File: config.mk
export PLATFORM = sky130hd
export DESIGN_NAME = regalu_dp
export DESIGN_NICKNAME = d
export VERILOG_FILES = /design/src/rtl/regalu_pkg.sv /design/src/rtl/dp_reg.sv /design/src/rtl/alu_core.sv /design/src/rtl/regalu_dp.sv
export SDC_FILE = /design/constraint.sdc
export NUM_CORES = 1
export LEC_CHECK = 0
export CORE_MARGIN = 2
export CORE_UTILIZATION = 30
export CTS_BUF_LIST = sky130_fd_sc_hd__clkbuf_8
export CTS_CLUSTER_SIZE = 20
export DETAILED_ROUTE_END_ITERATION = 6
export DONT_BUFFER_PORTS = 1
export SKIP_LAST_GASP = 1
export SYNTH_ARGS = -nofsm -noshare
export SYNTH_HDL_FRONTEND = slang
export SYNTH_HIERARCHICAL = 1
export SYNTH_SLANG_ARGS = --single-unit
File: constraint.sdc
create_clock -name clk_i -period 3 [get_ports clk_i]
set_clock_uncertainty 0.2 [all_clocks]
set_input_delay 0.45 -clock clk_i [delete_from_list [all_inputs] [get_ports clk_i]]
set_output_delay 0.45 -clock clk_i [all_outputs]
set_load 0.01 [all_outputs]
File: src/rtl/regalu_pkg.sv
package regalu_pkg;
  localparam int unsigned DW = 4;
  localparam int unsigned SW = 4;

  // arithmetic codes (mode 0)
  localparam logic [SW-1:0] ARI_ADD  = 4'b0010;
  localparam logic [SW-1:0] ARI_SUB  = 4'b0011;
  // logic codes (mode 1)
  localparam logic [SW-1:0] LOG_NOTA = 4'b0000;
  localparam logic [SW-1:0] LOG_AND  = 4'b0001;
  localparam logic [SW-1:0] LOG_OR   = 4'b0010;
  localparam logic [SW-1:0] LOG_XOR  = 4'b0011;
endpackage

File: src/rtl/dp_reg.sv
module dp_reg #(
  parameter int unsigned W = 4
) (
  input  logic         clk_i,
  input  logic         rst_ni,
  input  logic         clr_i,
  input  logic         ld_i,
  input  logic [W-1:0] d_i,
  output logic [W-1:0] q_o
);
  // per-bit mux-in-front-of-flop, no clock gating
  for (genvar i = 0; i < W; i++) begin : g_bit
    logic nxt;
    assign nxt = ld_i ? d_i[i] : q_o[i];
    always_ff @(posedge clk_i or negedge rst_ni) begin
      if (!rst_ni)    q_o[i] <= 1'b0;
      else if (clr_i) q_o[i] <= 1'b0;
      else            q_o[i] <= nxt;
    end
  end

  AST_HOLD_NO_LOAD: assert property (@(posedge clk_i) disable iff (!rst_ni)
    (!clr_i && !ld_i) |=> $stable(q_o));
  AST_CLEAR_ZERO: assert property (@(posedge clk_i) disable iff (!rst_ni)
    clr_i |=> (q_o == '0));
endmodule

File: src/rtl/alu_core.sv
module alu_core
  import regalu_pkg::*;
#(
  parameter int unsigned W = DW
) (
  input  logic          mode_i,
  input  logic [SW-1:0] sel_i,
  input  logic [W-1:0]  a_i,
  input  logic [W-1:0]  b_i,
  output logic [W-1:0]  f_o,
  output logic          cout_o
);
  logic [W:0] sum;

  always_comb begin
    sum    = '0;
    f_o    = a_i;
    cout_o = 1'b0;
    if (mode_i) begin
      unique case (sel_i)
        LOG_NOTA: f_o = ~a_i;
        LOG_AND:  f_o = a_i & b_i;
        LOG_OR:   f_o = a_i | b_i;
        LOG_XOR:  f_o = a_i ^ b_i;
        default:  f_o = a_i;
      endcase
    end else begin
      unique case (sel_i)
        ARI_ADD: sum = {1'b0, a_i} + {1'b0, b_i};
        ARI_SUB: sum = {1'b0, a_i} + {1'b0, ~b_i} + {{W{1'b0}}, 1'b1};
        default: sum = {1'b0, a_i};
      endcase
      f_o    = sum[W-1:0];
      cout_o = sum[W];
    end
  end
endmodule

File: src/rtl/regalu_dp.sv
module regalu_dp
  import regalu_pkg::*;
(
  input  logic          clk_i,
  input  logic          rst_ni,
  input  logic          clr_i,
  input  logic          a_ld_i,
  input  logic [DW-1:0] a_d_i,
  input  logic          b_ld_i,
  input  logic [DW-1:0] b_d_i,
  input  logic          mode_i,
  input  logic [SW-1:0] sel_i,
  input  logic          res_ld_i,
  input  logic          wb_i,
  output logic [DW-1:0] a_o,
  output logic [DW-1:0] b_o,
  output logic [DW-1:0] res_o,
  output logic          carry_o
);
  logic [DW-1:0] alu_f;
  logic          alu_c;
  logic [DW-1:0] a_new;
  logic          a_ld;
  logic          c_ld;

  // write-back outranks the external load
  assign a_new = wb_i ? alu_f : a_d_i;
  assign a_ld  = wb_i | a_ld_i;
  assign c_ld  = (res_ld_i | wb_i) & ~mode_i;

  dp_reg #(.W(DW)) u_a (
    .clk_i, .rst_ni, .clr_i, .ld_i(a_ld), .d_i(a_new), .q_o(a_o)
  );
  dp_reg #(.W(DW)) u_b (
    .clk_i, .rst_ni, .clr_i, .ld_i(b_ld_i), .d_i(b_d_i), .q_o(b_o)
  );
  dp_reg #(.W(DW)) u_res (
    .clk_i, .rst_ni, .clr_i, .ld_i(res_ld_i), .d_i(alu_f), .q_o(res_o)
  );
  dp_reg #(.W(1)) u_cy (
    .clk_i, .rst_ni, .clr_i, .ld_i(c_ld), .d_i(alu_c), .q_o(carry_o)
  );

  alu_core #(.W(DW)) u_alu (
    .mode_i, .sel_i, .a_i(a_o), .b_i(b_o), .f_o(alu_f), .cout_o(alu_c)
  );

  AST_RESET_ZERO: assert property (@(posedge clk_i)
    !rst_ni |-> (a_o == '0 && b_o == '0 && res_o == '0 && !carry_o));
  AST_ADD_CAPTURE: assert property (@(posedge clk_i) disable iff (!rst_ni)
    (!clr_i && res_ld_i && !mode_i && sel_i == ARI_ADD) |=>
      ({carry_o, res_o} == ({1'b0, $past(a_o)} + {1'b0, $past(b_o)})));
  AST_COMPA_WB: assert property (@(posedge clk_i) disable iff (!rst_ni)
    (!clr_i && wb_i && mode_i && sel_i == LOG_NOTA) |=> (a_o == ~$past(a_o)));
  AST_LOGIC_CARRY_KEEP: assert property (@(posedge clk_i) disable iff (!rst_ni)
    (!clr_i && mode_i) |=> $stable(carry_o));
  AST_WB_RES_KEEP: assert property (@(posedge clk_i) disable iff (!rst_ni)
    (!clr_i && wb_i && !res_ld_i) |=> $stable(res_o));
endmodule

; Word level (Yosys, flattened, before mapping)
; Cells that the tools add are included.
[totals]
ff_bits = 13
in_bits = 20
out_inout_bits = 13
wordCells = 64
[classes]
add_sub_neg = 3
n_eq_ne = 3
mux = 31
bitwise = 9
reduce_logical = 5
[ops]
columns = operator, count
row1 = $mux 1, 27
row2 = $pmux 4 s4, 1
row3 = $add 4x4->5, 2
row4 = $pmux 5 s2, 1
row5 = $eq 4x2->1 const B, 2
row6 = $mux 4, 2
row7 = $not 4->4, 2
row8 = $reduce_bool 2->1, 4
row9 = $add 5x1->5 const B, 1
row10 = $and 4x4->4, 1
row11 = $eq 4x1->1 const B, 1
row12 = $logic_not 4->1, 1
row13 = $or 4x4->4, 1
row14 = $xor 4x4->4, 1
row15 = $or 1x1->1, 2
row16 = $and 1x1->1, 1
row17 = $not 1->1, 1

; Longest topological paths before layout
[depth]
word_depth = 8
mapped_depth = 10
mapped_depth_nobuf = 10

; Cells and area by module
; Netlist, hierarchy kept.
[modules_own_cells]
columns = mod, n_inst, cells_per_inst, area_per_inst_um2, seq_area_each_um2
row1 = alu_core, 1, 77, 628.1, 0.0
row2 = dp_reg (u_a ...), 3, 13, 160.2, 100.1
row3 = regalu_dp, 1, 6, 61.3, 0.0
row4 = dp_reg (u_cy), 1, 3, 38.8, 25.0

; Worst setup path after synthesis
; OpenSTA, ideal clock, no wires.
[synth_timing]
path_kind = flip-flop to flip-flop
start = register u_a.q_o[0]
end = register u_a.q_o[2]
setup_ps = 118
arrival_ps = 2117
t_required_ps = 2682
path_slack_ps = 564
stages_incl_launch_ff = 11
n_path_buf = 0
path_cell_list = dfrtp_1 inv_1 ha_1 fa_1 nor2b_1 or3_1 a41oi_1 o221a_2 mux2_2 mux2i_1 nor2_1
[synth_via]
elab_chain_len = 7
word_cells_on_any_way = 8
[synth_rtl]
columns = item, line
row1 = "start, declared", dp_reg.sv:9  ; output logic [W-1:0] q_o
row2 = "start signal, assigned by index", dp_reg.sv:18  ; else q_o[i] <= nxt;
row3 = $add 4x4->5, alu_core.sv:30  ; ARI_SUB: sum = {1'b0, a_i} + {1'b0, ~b_i} + {{W{1'b0}}, 1'b1};
row4 = $add 5x1->5, alu_core.sv:30
row5 = $pmux 5 s2 (*), alu_core.sv:28  ; unique case (sel_i)
row6 = $mux 4 (*), alu_core.sv:19  ; if (mode_i) begin
row7 = net alu_f[2], regalu_dp.sv:20  ; logic [DW-1:0] alu_f;
row8 = $mux 4 (*), regalu_dp.sv:27  ; assign a_new = wb_i ? alu_f : a_d_i;
row9 = net a_new[2], regalu_dp.sv:22  ; logic [DW-1:0] a_new;
row10 = $mux 1 (*), dp_reg.sv:14  ; assign nxt = ld_i ? d_i[i] : q_o[i];
row11 = $mux 1 (*), dp_reg.sv:17  ; else if (clr_i) q_o[i] <= 1'b0;
; Mark *: on every way through the listed nets, which the timed path passes. The rest lies on a longest branch. The select of a mux whose other input is x is not followed.
; A chain may end at the register's enable or synchronous reset.

; Worst setup path in the final report
; Same ends and word-level chain as after synthesis.

==> summary.md <==
| Metric | Value |
|---|---|
| Reg-to-reg critical path endpoint | u_a/q_o[2] |
| Total number of vias | 942 |
| Total Wirelength | 2810 µm |
| Clock buffer depth | 2 |
| Port Buffers | 0 |
| DP HPWL | 2240 µm |
| Fin. max-slew vios | 0 |
| Worst reg2reg path startpoint | u_a/q_o[0] |
| Grt total ovfl | 0 |
| Setup Viol. Count Final | 0 |
| Site Rows | 23 |
| F_max | 375 MHz |
| Drt wl/cell | 15.8 µm |
| Setup Fix Bufs, Post-CTS | 0 |
| Top cell type by total area after synthesis | dfrtp_1 |
| Hold Crit Depth | 1 |
| Top cell type's share of synthesized area | 0.269 |
| R2r worst-path depth | 10 |
| Max Cap Violations | 0 |
| CTS H-tree lvls | 1 |
| Mapped Avg Cell Area | 9.67 µm² |
| Initial antenna violation count | 0 |
| CTS tree | done |
| Leading cell type in the layout, fill and taps excluded | nor2_1 |
| Syn. warnings | 6 |
| Synth Flop Type | dfrtp_1 |
| CP max FO | 5 |
| First-pass GRT wire length | 4420 µm |
| Xor/xnor cell area share of the yosys netlist | 0 |
| RD Place Congestion | 0.768 |
| Worst Path Arrival | 2600 ps |
| Non-filler cells, final | 178 |
| Hold WS | 61.1 ps |
| Area growth syn-to-layout | 8.80% |
| Setup CP Type | reg2reg |
| Floorplan Core Area | 3940 µm² |
| CTS Root Cell | clkbuf_8 |
| Required time worst endpoint | between 2000 and 3000 ps |
| I/O pins | 33 |
| DIE AREA | 4550 µm² |
| Post-Syn Nets | 159 |
| Die Ht | 67.5 µm |
| Library cells used by synthesis | 37 |
| Synth Area in Simple Gates | 0.148 |
| Synth top area cells | dfrtp_1 (27%), ha_1 (12%), mux2i_1 (11%), mux4_2 (7.5%), nor2_1 (6.2%) |
| Hold Path End | u_cy/q_o |
| R2R setup slack | 330 ps |
| Worst relative slew slack | 0.588 |
| DR pass1 iterations | 4 |
| Mux contribution to synthesized area | 0.229 |
| Ys async rst share | 1.00 |
| Status | completed |
| Die width | about 67 µm |
| Ant. Diodes | 0 |
| Post-DRT Antenna Nets | 0 |
| Mapped Area | 1210 µm² |
| GRT Util Overall | 0.132 |
| Pleak | ~0.62 nW |
| Final net count | 163 |
| DR iter-0 viols | 23 |
| #FFs+latches synth | 13 |
| Share of cells above drive strength 1 | 0.148 |
| CTS Buf Count | 3 |
| Period utilisation layout | 0.889 |
| Worst skew pair latency | 250 ps |
| Drt drc | 0 |
| Via-per-instance ratio | 5.29 |
| Most frequent cells in the layout | nor2_1 (20), inv_1 (16), mux2i_1 (13), dfrtp_1 (13), ha_1 (12) |
| Adder-cell area share of the yosys netlist | 0.157 |
| Maximum VDD drop | 0.000230 V |
| Post-synthesis compound-gate area fraction | 0.122 |
| Post-synthesis cell count | 125 |
| HP Start | clr_i |
| Final Hold Fails | 0 |
| Seq/Total Area, Yosys | 0.269 |
| Startpoint Class | flop |
| Largest net degree at the start of global routing | 15 |
| Worst-Margin Slew | around 600 ps |
| Pwr dens | ~370 nW/µm² |
| Vias in the first global route | 934 |
| Number of flops mapped to enable cells by yosys | 0 |
| Minimum clock period | 2670 ps |
| Largest family of logic cells by synthesized area | multiplexers |
| RSZ-0062 raised after global routing | no |
| Initial Utilization | 0.307 |
| Post-Place Cells | 173 |
| HP Class | in2reg |
| Clock sinks | 13 |
| Setup tns final | 0 ps |
| Critical Path End Type | flop |
| Clk slew on worst S/H paths | 60 ps |
==> power by group <==
group	leakage, nW	switching [W]	internal (W)	total, W
Sequential	0.175	0.0000160	0.000185	0.000201
Clock	0.0269	0.0000671	0.0000905	0.000158
Combinational	0.419	0.0000650	0.0000667	0.000132
Total	0.620	0.000148	0.000343	0.000491
==> per-layer routing <==
layer,GRT usage,up-vias,routed length [µm]
met5,0,-,0
met3,0.0333,4,152
met1,0.153,462,1110
li1,-,446,-
met4,0.0459,0,19
met2,0.233,30,1520
==> per-stage QoR <==
stage | power (W) | instance area, µm² | utilization | setup slack [ps]
after global placement | 0.000326 | 1260 | 0.320 | 377
after global routing | 0.000523 | 1320 | 0.334 | 194
final | 0.000491 | 1320 | 0.334 | 333
after detailed placement | 0.000331 | 1260 | 0.320 | 352
after floorplan | 0.000310 | 1210 | - | 564
after CTS | 0.000495 | 1320 | 0.334 | 340
==> registers in the layout, indices dropped and copies added, names as in the netlist <==
name,flops
u_a/q_o,4
u_res/q_o,4
u_b/q_o,4
u_cy/q_o,1
==> critical path: stages (launching register included) <==
cell	delay, ps
dfrtp_1	490
inv_1	120
ha_1	240
fa_1	390
nor2b_1	150
or3_1	120
a41oi_1	100
o221a_2	290
mux2_2	260
mux2i_1	130
nor2_1	50
==> layout make-up <==
class / instances / area, µm²
multi-input cells: 92 / 793
well taps: 50 / 62.6
fillers: 394 / 2630
clock inverters: 1 / 3.75
flip-flops and latches: 13 / 325
inverters: 15 / 56.3
clock buffers: 3 / 41.3
repair buffers: 4 / 32.5
==> cells by family after synthesis <==
family,Yosys count
buffers and inverters,20
adders and majority gates,14
DFF,13
AOI/OAI and AO/OA,20
and+or+nand+nor,36
muxes,22
==> cells in the mapped netlist, types with 2 or more instances <==
master	n
inv_1	15
fa_1	2
dfrtp_1	13
o21ai_0	3
or3_1	2
nor2b_1	3
nor2_1	20
nand2_1	2
ha_1	12
clkbuf_2	3
mux4_2	4
a22o_1	2
mux2i_1	13
a21oi_1	4
mux2_2	5
==> timing repair <==
action,4_1_cts,5_1_grt
resized for setup,0,0
hold buffers,1,0
endpoints found under the setup margin,0,0
hold endpoints to repair,13,0
==> worst max-delay path by stage <==
stage	startpoint	endpoint	depth (start not counted)
2_1_floorplan	u_a/q_o[0]	u_a/q_o[2]	10
3_3_place_gp	u_a/q_o[0]	u_a/q_o[2]	10
3_5_place_dp	u_a/q_o[0]	u_a/q_o[2]	10
4_1_cts	u_a/q_o[0]	u_a/q_o[2]	10
5_1_grt	u_a/q_o[0]	u_a/q_o[2]	10
6_report	u_a/q_o[0]	u_a/q_o[2]	10
No activity file was read; power rests on OpenSTA's default activity.
